$ cat src/rtl/ddr3_init_pkg.sv
package ddr3_init_pkg;

  typedef enum logic [2:0] {
    ST_RST, ST_CKEW, ST_XPR, ST_MRS, ST_GAP, ST_ZQ, ST_ZQW, ST_DONE
  } seq_state_e;

  typedef enum logic [1:0] {
    K_DESEL, K_NOP, K_MRS, K_ZQCL
  } cmd_kind_e;

  // Round a time in ns up to whole clocks of period clk_ps.
  function automatic int ceil_cycles(longint t_ns, longint clk_ps);
    return int'((t_ns * 64'd1000 + clk_ps - 64'd1) / clk_ps);
  endfunction

  function automatic int imax(int a, int b);
    return (a > b) ? a : b;
  endfunction

  // Bank selected by the k-th mode-register load: 2, 3, 1, 0.
  function automatic logic [2:0] mrs_bank(logic [1:0] k);
    case (k)
      2'd0:    return 3'd2;
      2'd1:    return 3'd3;
      2'd2:    return 3'd1;
      default: return 3'd0;
    endcase
  endfunction

endpackage

$ cat src/rtl/ddr3_init_timer.sv
module ddr3_init_timer #(
  parameter int                CNT_W    = 8,
  parameter logic [CNT_W-1:0]  INIT_VAL = '0
) (
  input  logic             clk,
  input  logic             rst_n,
  input  logic             load,
  input  logic [CNT_W-1:0] load_val,
  output logic             expire
);

  logic [CNT_W-1:0] cnt_q;

  always_ff @(posedge clk or negedge rst_n) begin
    if (!rst_n)              cnt_q <= INIT_VAL;
    else if (load)           cnt_q <= load_val;
    else if (cnt_q != '0)    cnt_q <= cnt_q - 1'b1;
  end

  assign expire = (cnt_q == '0);

endmodule

$ cat src/rtl/ddr3_init_fsm.sv
module ddr3_init_fsm
  import ddr3_init_pkg::*;
#(
  parameter int ADDR_W  = 16,
  parameter int BA_W    = 3,
  parameter int CNT_W   = 8,
  parameter int CKE_CYC = 4,
  parameter int XPR_CYC = 5,
  parameter int TMRD_CK = 4,
  parameter int TMOD_CK = 12,
  parameter int ZQW_CYC = 512
) (
  input  logic              clk,
  input  logic              rst_n,
  input  logic              expire,
  input  logic [ADDR_W-1:0] mr0_val,
  input  logic [ADDR_W-1:0] mr1_val,
  input  logic [ADDR_W-1:0] mr2_val,
  input  logic [ADDR_W-1:0] mr3_val,
  output logic              load,
  output logic [CNT_W-1:0]  load_val,
  output cmd_kind_e         kind,
  output logic [BA_W-1:0]   ba,
  output logic [ADDR_W-1:0] addr,
  output logic              rst_lvl,
  output logic              cke_lvl,
  output logic              done_lvl
);

  localparam int ZQ_BIT = 10;
  localparam logic [CNT_W-1:0] D_CKE = CNT_W'(CKE_CYC - 1);
  localparam logic [CNT_W-1:0] D_XPR = CNT_W'(XPR_CYC - 1);
  localparam logic [CNT_W-1:0] D_MRD = CNT_W'(TMRD_CK - 2);
  localparam logic [CNT_W-1:0] D_MOD = CNT_W'(TMOD_CK - 2);
  localparam logic [CNT_W-1:0] D_ZQW = CNT_W'(ZQW_CYC - 2);
  localparam int GAP_W = $clog2(imax(ZQW_CYC, TMOD_CK) + 2);

  seq_state_e state_q, state_d;
  logic [1:0] idx_q;
  logic       idx_inc;
  logic       last_mrs;
  logic [2:0] bank_w;

  // Named events for the checks
  logic mrs_fire, zq_fire, in_done;

  assign last_mrs = (idx_q == 2'd3);
  assign bank_w   = mrs_bank(idx_q);
  assign mrs_fire = (state_q == ST_MRS);
  assign zq_fire  = (state_q == ST_ZQ);
  assign in_done  = (state_q == ST_DONE);

  always_comb begin
    state_d  = state_q;
    load     = 1'b0;
    load_val = '0;
    idx_inc  = 1'b0;
    if (expire) begin
      case (state_q)
        ST_RST:  begin state_d = ST_CKEW; load = 1'b1; load_val = D_CKE; end
        ST_CKEW: begin state_d = ST_XPR;  load = 1'b1; load_val = D_XPR; end
        ST_XPR:  begin state_d = ST_MRS;  load = 1'b1; end
        ST_MRS:  begin
          state_d  = ST_GAP;
          load     = 1'b1;
          load_val = last_mrs ? D_MOD : D_MRD;
        end
        ST_GAP:  begin
          state_d = last_mrs ? ST_ZQ : ST_MRS;
          load    = 1'b1;
          idx_inc = !last_mrs;
        end
        ST_ZQ:   begin state_d = ST_ZQW;  load = 1'b1; load_val = D_ZQW; end
        ST_ZQW:  state_d = ST_DONE;
        default: state_d = ST_DONE;
      endcase
    end
  end

  always_ff @(posedge clk or negedge rst_n) begin
    if (!rst_n) begin
      state_q <= ST_RST;
      idx_q   <= '0;
    end else begin
      state_q <= state_d;
      if (idx_inc) idx_q <= idx_q + 2'd1;
    end
  end

  // Command decode
  always_comb begin
    kind = K_NOP;
    ba   = '0;
    addr = '0;
    case (state_q)
      ST_RST, ST_CKEW: kind = K_DESEL;
      ST_MRS: begin
        kind = K_MRS;
        ba   = BA_W'(bank_w);
        case (bank_w)
          3'd0:    addr = mr0_val;
          3'd1:    addr = mr1_val;
          3'd2:    addr = mr2_val;
          default: addr = mr3_val;
        endcase
      end
      ST_ZQ: begin
        kind = K_ZQCL;
        addr = ADDR_W'(1) << ZQ_BIT;
      end
      default: kind = K_NOP;
    endcase
  end

  assign rst_lvl  = (state_q != ST_RST);
  assign cke_lvl  = !(state_q == ST_RST || state_q == ST_CKEW);
  assign done_lvl = in_done;

  // Checker bookkeeping: clocks since the last issued command (saturating)
  logic [GAP_W-1:0] gap_cnt;
  always_ff @(posedge clk or negedge rst_n) begin
    if (!rst_n)                   gap_cnt <= '1;
    else if (mrs_fire || zq_fire) gap_cnt <= GAP_W'(1);
    else if (gap_cnt != '1)       gap_cnt <= gap_cnt + 1'b1;
  end


  mrs_spacing_chk: assert property (@(posedge clk) disable iff (!rst_n)
    mrs_fire |-> gap_cnt >= GAP_W'(TMRD_CK));


  zq_after_mod_chk: assert property (@(posedge clk) disable iff (!rst_n)
    zq_fire |-> gap_cnt >= GAP_W'(TMOD_CK));


  done_after_zq_chk: assert property (@(posedge clk) disable iff (!rst_n)
    $rose(in_done) |-> gap_cnt >= GAP_W'(ZQW_CYC));

endmodule

$ cat src/rtl/ddr3_init_pins.sv
module ddr3_init_pins
  import ddr3_init_pkg::*;
#(
  parameter int ADDR_W = 16,
  parameter int BA_W   = 3
) (
  input  logic              clk,
  input  logic              rst_n,
  input  cmd_kind_e         kind,
  input  logic [BA_W-1:0]   ba_in,
  input  logic [ADDR_W-1:0] addr_in,
  input  logic              rst_lvl,
  input  logic              cke_lvl,
  input  logic              done_lvl,
  output logic              ddr_reset_n,
  output logic              ddr_cke,
  output logic              ddr_odt,
  output logic              ddr_cs_n,
  output logic              ddr_ras_n,
  output logic              ddr_cas_n,
  output logic              ddr_we_n,
  output logic [BA_W-1:0]   ddr_ba,
  output logic [ADDR_W-1:0] ddr_addr,
  output logic              init_done
);

  logic [3:0] ctl_d;  // {cs_n, ras_n, cas_n, we_n}

  always_comb begin
    case (kind)
      K_MRS:   ctl_d = 4'b0000;
      K_ZQCL:  ctl_d = 4'b0110;
      K_NOP:   ctl_d = 4'b0111;
      default: ctl_d = 4'b1111;
    endcase
  end

  always_ff @(posedge clk or negedge rst_n) begin
    if (!rst_n) begin
      ddr_reset_n <= 1'b0;
      ddr_cke     <= 1'b0;
      {ddr_cs_n, ddr_ras_n, ddr_cas_n, ddr_we_n} <= 4'b1111;
      ddr_ba      <= '0;
      ddr_addr    <= '0;
      init_done   <= 1'b0;
    end else begin
      ddr_reset_n <= rst_lvl;
      ddr_cke     <= cke_lvl;
      {ddr_cs_n, ddr_ras_n, ddr_cas_n, ddr_we_n} <= ctl_d;
      ddr_ba      <= ba_in;
      ddr_addr    <= addr_in;
      init_done   <= done_lvl;
    end
  end

  assign ddr_odt = 1'b0;

  logic pin_nop;
  assign pin_nop = !ddr_cs_n && ddr_ras_n && ddr_cas_n && ddr_we_n;


  cke_reset_order_chk: assert property (@(posedge clk) disable iff (!rst_n)
    !ddr_reset_n |-> !ddr_cke);


  pre_cke_desel_chk: assert property (@(posedge clk) disable iff (!rst_n)
    !ddr_cke |-> ddr_cs_n);


  done_hold_chk: assert property (@(posedge clk) disable iff (!rst_n)
    init_done |=> init_done);


  idle_after_done_chk: assert property (@(posedge clk) disable iff (!rst_n)
    init_done |-> pin_nop);

endmodule

$ cat src/rtl/ddr3_init_seq.sv
module ddr3_init_seq
  import ddr3_init_pkg::*;
#(
  parameter int CLK_PERIOD_PS = 1250,
  parameter int RESET_NS      = 200000,
  parameter int CKE_NS        = 500000,
  parameter int TXPR_NS       = 170,
  parameter int TMRD_CK       = 4,
  parameter int TMOD_CK       = 12,
  parameter int TZQINIT_CK    = 512,
  parameter int TDLLK_CK      = 512,
  parameter int ADDR_W        = 16,
  parameter int BA_W          = 3
) (
  input  logic              clk,
  input  logic              rst_n,
  input  logic [ADDR_W-1:0] mr0_val,
  input  logic [ADDR_W-1:0] mr1_val,
  input  logic [ADDR_W-1:0] mr2_val,
  input  logic [ADDR_W-1:0] mr3_val,
  output logic              ddr_reset_n,
  output logic              ddr_cke,
  output logic              ddr_odt,
  output logic              ddr_cs_n,
  output logic              ddr_ras_n,
  output logic              ddr_cas_n,
  output logic              ddr_we_n,
  output logic [BA_W-1:0]   ddr_ba,
  output logic [ADDR_W-1:0] ddr_addr,
  output logic              init_done
);

  localparam int RST_CYC = ceil_cycles(RESET_NS, CLK_PERIOD_PS);
  localparam int CKE_CYC = ceil_cycles(CKE_NS, CLK_PERIOD_PS);
  localparam int XPR_CYC = imax(ceil_cycles(TXPR_NS, CLK_PERIOD_PS), 5);
  localparam int ZQW_CYC = imax(TZQINIT_CK, TDLLK_CK);
  localparam int MAX_CYC = imax(imax(RST_CYC, CKE_CYC),
                                imax(imax(XPR_CYC, ZQW_CYC), TMOD_CK));
  localparam int CNT_W   = $clog2(MAX_CYC + 1);

  logic             expire, load;
  logic [CNT_W-1:0] load_val;
  cmd_kind_e        kind;
  logic [BA_W-1:0]  ba;
  logic [ADDR_W-1:0] addr;
  logic             rst_lvl, cke_lvl, done_lvl;

  ddr3_init_timer #(
    .CNT_W   (CNT_W),
    .INIT_VAL(CNT_W'(RST_CYC - 1))
  ) u_timer (
    .clk     (clk),
    .rst_n   (rst_n),
    .load    (load),
    .load_val(load_val),
    .expire  (expire)
  );

  ddr3_init_fsm #(
    .ADDR_W (ADDR_W),
    .BA_W   (BA_W),
    .CNT_W  (CNT_W),
    .CKE_CYC(CKE_CYC),
    .XPR_CYC(XPR_CYC),
    .TMRD_CK(TMRD_CK),
    .TMOD_CK(TMOD_CK),
    .ZQW_CYC(ZQW_CYC)
  ) u_fsm (
    .clk     (clk),
    .rst_n   (rst_n),
    .expire  (expire),
    .mr0_val (mr0_val),
    .mr1_val (mr1_val),
    .mr2_val (mr2_val),
    .mr3_val (mr3_val),
    .load    (load),
    .load_val(load_val),
    .kind    (kind),
    .ba      (ba),
    .addr    (addr),
    .rst_lvl (rst_lvl),
    .cke_lvl (cke_lvl),
    .done_lvl(done_lvl)
  );

  ddr3_init_pins #(
    .ADDR_W(ADDR_W),
    .BA_W  (BA_W)
  ) u_pins (
    .clk        (clk),
    .rst_n      (rst_n),
    .kind       (kind),
    .ba_in      (ba),
    .addr_in    (addr),
    .rst_lvl    (rst_lvl),
    .cke_lvl    (cke_lvl),
    .done_lvl   (done_lvl),
    .ddr_reset_n(ddr_reset_n),
    .ddr_cke    (ddr_cke),
    .ddr_odt    (ddr_odt),
    .ddr_cs_n   (ddr_cs_n),
    .ddr_ras_n  (ddr_ras_n),
    .ddr_cas_n  (ddr_cas_n),
    .ddr_we_n   (ddr_we_n),
    .ddr_ba     (ddr_ba),
    .ddr_addr   (ddr_addr),
    .init_done  (init_done)
  );

endmodule

$ cat config.mk
export PLATFORM = sky130hd
export DESIGN_NAME = ddr3_init_seq
export DESIGN_NICKNAME = d
export VERILOG_FILES = /design/src/rtl/ddr3_init_pkg.sv /design/src/rtl/ddr3_init_timer.sv /design/src/rtl/ddr3_init_fsm.sv /design/src/rtl/ddr3_init_pins.sv /design/src/rtl/ddr3_init_seq.sv
export SDC_FILE = /design/constraint.sdc
export NUM_CORES = 1
export LEC_CHECK = 0
export BUFFER_PORTS_ARGS = -buffer_cell sky130_fd_sc_hd__buf_2
export CORE_MARGIN = 2
export CORE_UTILIZATION = 49
export CTS_BUF_LIST = sky130_fd_sc_hd__clkbuf_16
export DETAILED_ROUTE_END_ITERATION = 16
export PLACE_DENSITY = 0.88
export RECOVER_POWER = 25
export SYNTH_ARGS = -nofsm -noshare
export SYNTH_HDL_FRONTEND = slang
export SYNTH_SLANG_ARGS = --single-unit
$ cat constraint.sdc
create_clock -name clk -period 3.12 [get_ports clk]
set_clock_uncertainty 0.2 [all_clocks]
set_input_delay 0.936 -clock clk [delete_from_list [all_inputs] [get_ports clk]]
set_output_delay 0.936 -clock clk [all_outputs]
set_load 0.02 [all_outputs]
Yosys cells after proc, flatten, opt, wreduce, memory -nomap -nowiden
Cells that the tools add are included.
{"block": "totals", "regBits": 49, "inputBits": 66, "out_inout_bits": 27, "word_cells": 57}
{"block": "classes", "n_addsub": 2, "eq_ne": 14, "muxes": 17, "n_reduce_logical": 12}
{"cell": "$pmux 19 s4", "n": 1}
{"cell": "$mux 19", "n": 3}
{"cell": "$pmux 16 s3", "n": 1}
{"cell": "$pmux 16 s2", "n": 1}
{"cell": "$logic_not 19->1", "n": 1}
{"cell": "$reduce_bool 19->1", "n": 1}
{"cell": "$sub 19x1->19 const B", "n": 1}
{"cell": "$pmux 3 s6", "n": 1}
{"cell": "$pmux 2 s3", "n": 2}
{"cell": "$pmux 4 s3", "n": 1}
{"cell": "$eq 2x2->1 const B", "n": 5}
{"cell": "$eq 3x3->1 const B", "n": 3}
{"cell": "$eq 2x1->1 const B", "n": 3}
{"cell": "$eq 3x2->1 const B", "n": 2}
{"cell": "$logic_not 3->1", "n": 2}
{"cell": "$reduce_or 6->1", "n": 1}
{"cell": "$mux 1", "n": 4}
{"cell": "$mux 4", "n": 1}
{"cell": "$eq 3x1->1 const B", "n": 1}
{"cell": "$mux 3", "n": 1}
{"cell": "$reduce_bool 3->1", "n": 1}
{"cell": "$add 2x1->2 const B", "n": 1}
{"cell": "$logic_not 1->1", "n": 2}
{"cell": "$logic_not 2->1", "n": 1}
{"cell": "4 further kinds", "n": 4}

Logic depth before layout (Yosys ltp)
{"block": "depth", "depth_word": 5, "mapped_depth": 8, "mapped_depth_nobuf": 7}

By module
From an unflattened synthesis, not the netlist that was laid out.
{"block": "unflattened", "cells_unflattened": 305, "hier_area_um2": 2942.8}
{"module": "ddr3_init_fsm", "n_inst": 1, "cells_per_inst": 147, "area_per_inst_um2": 1148.6, "seq_area_each_um2": 125.1}
{"module": "ddr3_init_timer", "n_inst": 1, "cells_per_inst": 127, "area_per_inst_um2": 1132.3, "seq_area_each_um2": 490.5}
{"module": "ddr3_init_pins", "n_inst": 1, "cells_per_inst": 31, "area_per_inst_um2": 661.9, "seq_area_each_um2": 629.4}

Worst setup path before layout
Ideal clock, no wire load.
{"block": "synth_path", "kind": "register to register", "start": "reg u_timer.cnt_q[9]", "end": "reg u_fsm.idx_q[1]", "setup_ps": 128, "arrival_time_ps": 2527, "required_time_ps": 2792, "setup_slack_ps": 266, "stages_incl_launch_ff": 7, "n_path_buf": 1, "period_less_slack_ps": 2854, "cell_sequence": "dfrtp_1 > or4_4 > or4_4 > buf_6 > or3_4 > nor4b_4 > mux2_1"}
{"block": "synth_between", "elab_chain_len": 2}
{"element": "start, declared", "line": "ddr3_init_timer.sv:12", "text": "logic [CNT_W-1:0] cnt_q;"}
{"element": "start signal, assigned", "line": "ddr3_init_timer.sv:16", "text": "else if (load) cnt_q <= load_val;"}
{"element": "start signal, assigned", "line": "ddr3_init_timer.sv:17", "text": "else if (cnt_q != '0) cnt_q <= cnt_q - 1'b1;"}
{"element": "$logic_not 19->1", "line": "ddr3_init_timer.sv:20", "text": "assign expire = (cnt_q == '0);"}
{"element": "$mux 1", "line": "ddr3_init_fsm.sv:58", "text": "if (expire) begin"}
{"element": "end signal, assigned", "line": "ddr3_init_fsm.sv:86", "text": "if (idx_inc) idx_q <= idx_q + 2'd1;"}
{"element": "end, declared", "line": "ddr3_init_fsm.sv:39", "text": "logic [1:0] idx_q;"}
Every way passes these cells.
A chain may end at the register's enable or synchronous reset.

Worst setup path after layout
Ends and elaborated chain as after synthesis.

==> flow_summary.yaml <==
synth:
  yosys-top-cells-count: "nor2_1 (41), dfrtp_1 (33), a21oi_1 (30), a222oi_1 (16), dfstp_2 (15)"
  yosys_warnings: 0
  yosysTopAreaCell: "dfrtp_1"
  ys.flop_type: "dfrtp_1"
  synth-seq-cells: 48
  synth_area_um2: 2466
  syn_area_per_cell_um2: 9.864
  synth_cells: 250
  ys_top_cells_by_area: "dfrtp_1 (33%), dfstp_2 (16%), a222oi_1 (6.5%), nor2_1 (6.2%), a21oi_1 (6.1%)"
  synthDistinctLibCells: 43
  ys_seq_area_share_pct: 49.47
  synth-edff-count: 0
  synthMostInstantiatedCell: "nor2_1"
  synth_top_area_share_pct: 33.49
  ys_async_sr_fraction_pct: 100.0
setup_path:
  crit_path_max_incr_delay_ns: 0.56
  crit_slowest_cell: "or4_4"
  r2r_cells: 5
  regToRegStartpoint: "u_timer.cnt_q[9]$_DFFE_PN0P_"
  path_cells: "or4_4, or4_4, or3_4, nor4b_4, mux2_1"
  endpoint: "u_fsm.idx_q[1]$_DFFE_PN0P_"
  crit_path_start_kind: "flop"
  critPathLaunch: "u_timer.cnt_q[9]$_DFFE_PN0P_"
  r2r_end: "u_fsm.idx_q[1]$_DFFE_PN0P_"
  crit_fanout: 8
  endpoint_kind: "flop"
  critPathTopFamily: "simple AND/OR/NAND/NOR gates"
  cp.buffers_inverters: 0
  required_ns: 3.09
  reg2reg_slack_ns: 0.24
  critPathArrivalTime_ns: 2.85
  critPathKind: "reg2reg"
  worstSetupPathDepth: 5
  critPathMostFrequentCell: "or4_4"
sta:
  hold_slack_ns: 0.3029
  grt_setup_unrepaired: "false"
  worst_slack_ns: 0.2429
  timing_hold_violations_final: 0
  final-setup-viol-count: 0
  slew_viol_final: 0
  finalSetupTns_ns: 0
  slew_headroom_pct: 24.51
  fin_crit_sh_pct: 92.21
  max_freq_ghz: 0.3476
  period_minus_slack_ns: 2.877
  tightest_slew_ns: 1.132
power_and_ir_drop:
  ir_worst_vdd_uv: 279.2
  power.density_nw_per_um2: 391.1
  p_leak_nw: 1.479
global_route:
  grt_max_degree: 33
  grtUsageTotal_pct: 23.73
  antenna_found_initial: 1
  grt.overflow.total: 0
  grt_pass1_vias: 2222
  grt_pass1_wl_mm: 9.970
job:
  maxCapViolations: 0
cells_and_area:
  syn2layout_area_growth_pct: 25.77
  final_nets: 410
  drive_gt1_share_pct: 35.91
  fin_util_pct: 64.81
  n_fill_cell: 361
clock_tree:
  post_cts_buffers: 0
  cts_hold_buffers: 0
  clk_pin_slew_ns: 0.06
  cts.repair.resized: 0
  clock_sinks: 48
  htree_levels: 2
  cts_buffer_depth: 2
  clock_latency_ns: 0.29
  cts_root_buf: "clkbuf_16"
  cts_made_buffers: 5
  cts_tree: "yes"
hold_path:
  hold_class: "reg2reg"
die:
  core_region_area_um2: 4786
  row_count: 25
  die_w_um: 74.94
  ios: 93
  die-area_um2: 5616
  start_util_pct: 51.53
  die_h_um: 74.94
route:
  drt-total-wl_mm: 6.058
  routedWlPerCell_um: 14.92
  drc: 0
  drt-initial-drc-count: 132
  antenna_left: 0
  vias_per_cell: 5.384
  num_vias: 2186
  first_pass_iters: 5
placed_design:
  globalplace.congestion: 0.7955
  dpl.hpwl_mm: 4.545
  pre_cts_slack_ns: 0.2532
  io_buffers: 90
run_status:
  status: "complete, no violations"
==> per-layer routing <==
layer  global-route usage (%)  routed length [um]  up-vias
li1                         -                   -     1066
met1                    26.93                2219     1006
met2                    40.25                3166       97
met3                    5.489                 428       17
met4                    14.88                 244        0
met5                        0                   0        -
==> worst min-delay path, delay by kind of cell, from the launching register on <==
family	cells	cell delay (ns)
flops	1	0.38
simple gates	2	0.12
==> cell families after synthesis <==
group	count (synthesis)	share of synthesized area [%]
AND/OR/NAND/NOR	93	19.74
buffers and inverters	25	4.617
adder cells (fa/ha/maj)	8	4.059
other	1	0.1521
multiplexers	2	0.8625
AO/OA/AOI/OAI	59	16.13
XOR/XNOR	14	4.972
flip-flops	48	49.47
==> cells in the final DEF, fill, tap and decap left out, types with 4 or more instances in the layout <==
master     Yosys  final
nor2b_1        6      6
or3_1          7      7
inv_1          6      7
nand2_1       11     11
a222oi_1      16     16
nand3_1        4      4
buf_4          3      5
nor4_1         4      4
nor3_1         6      6
a21oi_1       30     30
dfstp_2       15     15
xnor2_1        9      9
ha_1           8      8
nor2_1        41     41
xor2_1         5      5
buf_2          1     89
o21ai_0        6      6
dfrtp_1       33     33
clkbuf_16      0      5
==> registers in the layout, indices dropped and copies added, names as in the netlist, 2 cells and up <==
| register | flops |
|---|---|
| u_fsm.idx_q | 2 |
| u_pins.ddr_addr | 16 |
| u_fsm.state_q | 3 |
| u_pins.ddr_ba | 2 |
| u_timer.cnt_q | 19 |
==> worst min path at each step <==
stage / start / cells after the start / end / slack, ns
after CTS: u_timer.cnt_q[4]$_DFFE_PN1P_ / 2 / u_timer.cnt_q[4]$_DFFE_PN1P_ / 0.31
after detailed placement: u_timer.cnt_q[4]$_DFFE_PN1P_ / 2 / u_timer.cnt_q[4]$_DFFE_PN1P_ / 0.30
after global placement: u_timer.cnt_q[15]$_DFFE_PN0P_ / 1 / u_timer.cnt_q[15]$_DFFE_PN0P_ / 0.27
after global routing: u_timer.cnt_q[6]$_DFFE_PN1P_ / 2 / u_timer.cnt_q[6]$_DFFE_PN1P_ / 0.34
final: u_timer.cnt_q[4]$_DFFE_PN1P_ / 2 / u_timer.cnt_q[4]$_DFFE_PN1P_ / 0.30
after floorplan: u_timer.cnt_q[15]$_DFFE_PN0P_ / 1 / u_timer.cnt_q[15]$_DFFE_PN0P_ / 0.24
==> power breakdown <==
group	internal (W)	switching, W	total, W
Sequential	0.000623	0	0.000623
Combinational	0.0000419	0.0000350	0.0000769
Clock	0.000291	0.000222	0.000513
Total	0.000956	0.000257	0.00121
==> final cells by class <==
type,instances,area (um2),share of cell area [%]
sequential,48,1220,39.33
multi-input combinational,178,1136,36.63
timing repair buffer,96,490.5,15.81
clock buffer,5,125.1,4.034
tap,67,83.83,2.703
inverter,7,26.28,0.8471
clock inverter,3,15.01,0.4841
antenna,2,5.005,0.1614
==> metrics by stage <==
stage,instance area [um2],instances,power [W]
after floorplan,2470,251,0.0006574
after global placement,2962,396,0.0007098
after detailed placement,2962,396,0.0007116
after CTS,3102,404,0.001222
after global routing,3099,405,0.001253
final,3102,406,0.001213
Note: power is estimated with default switching activity, not from simulation.
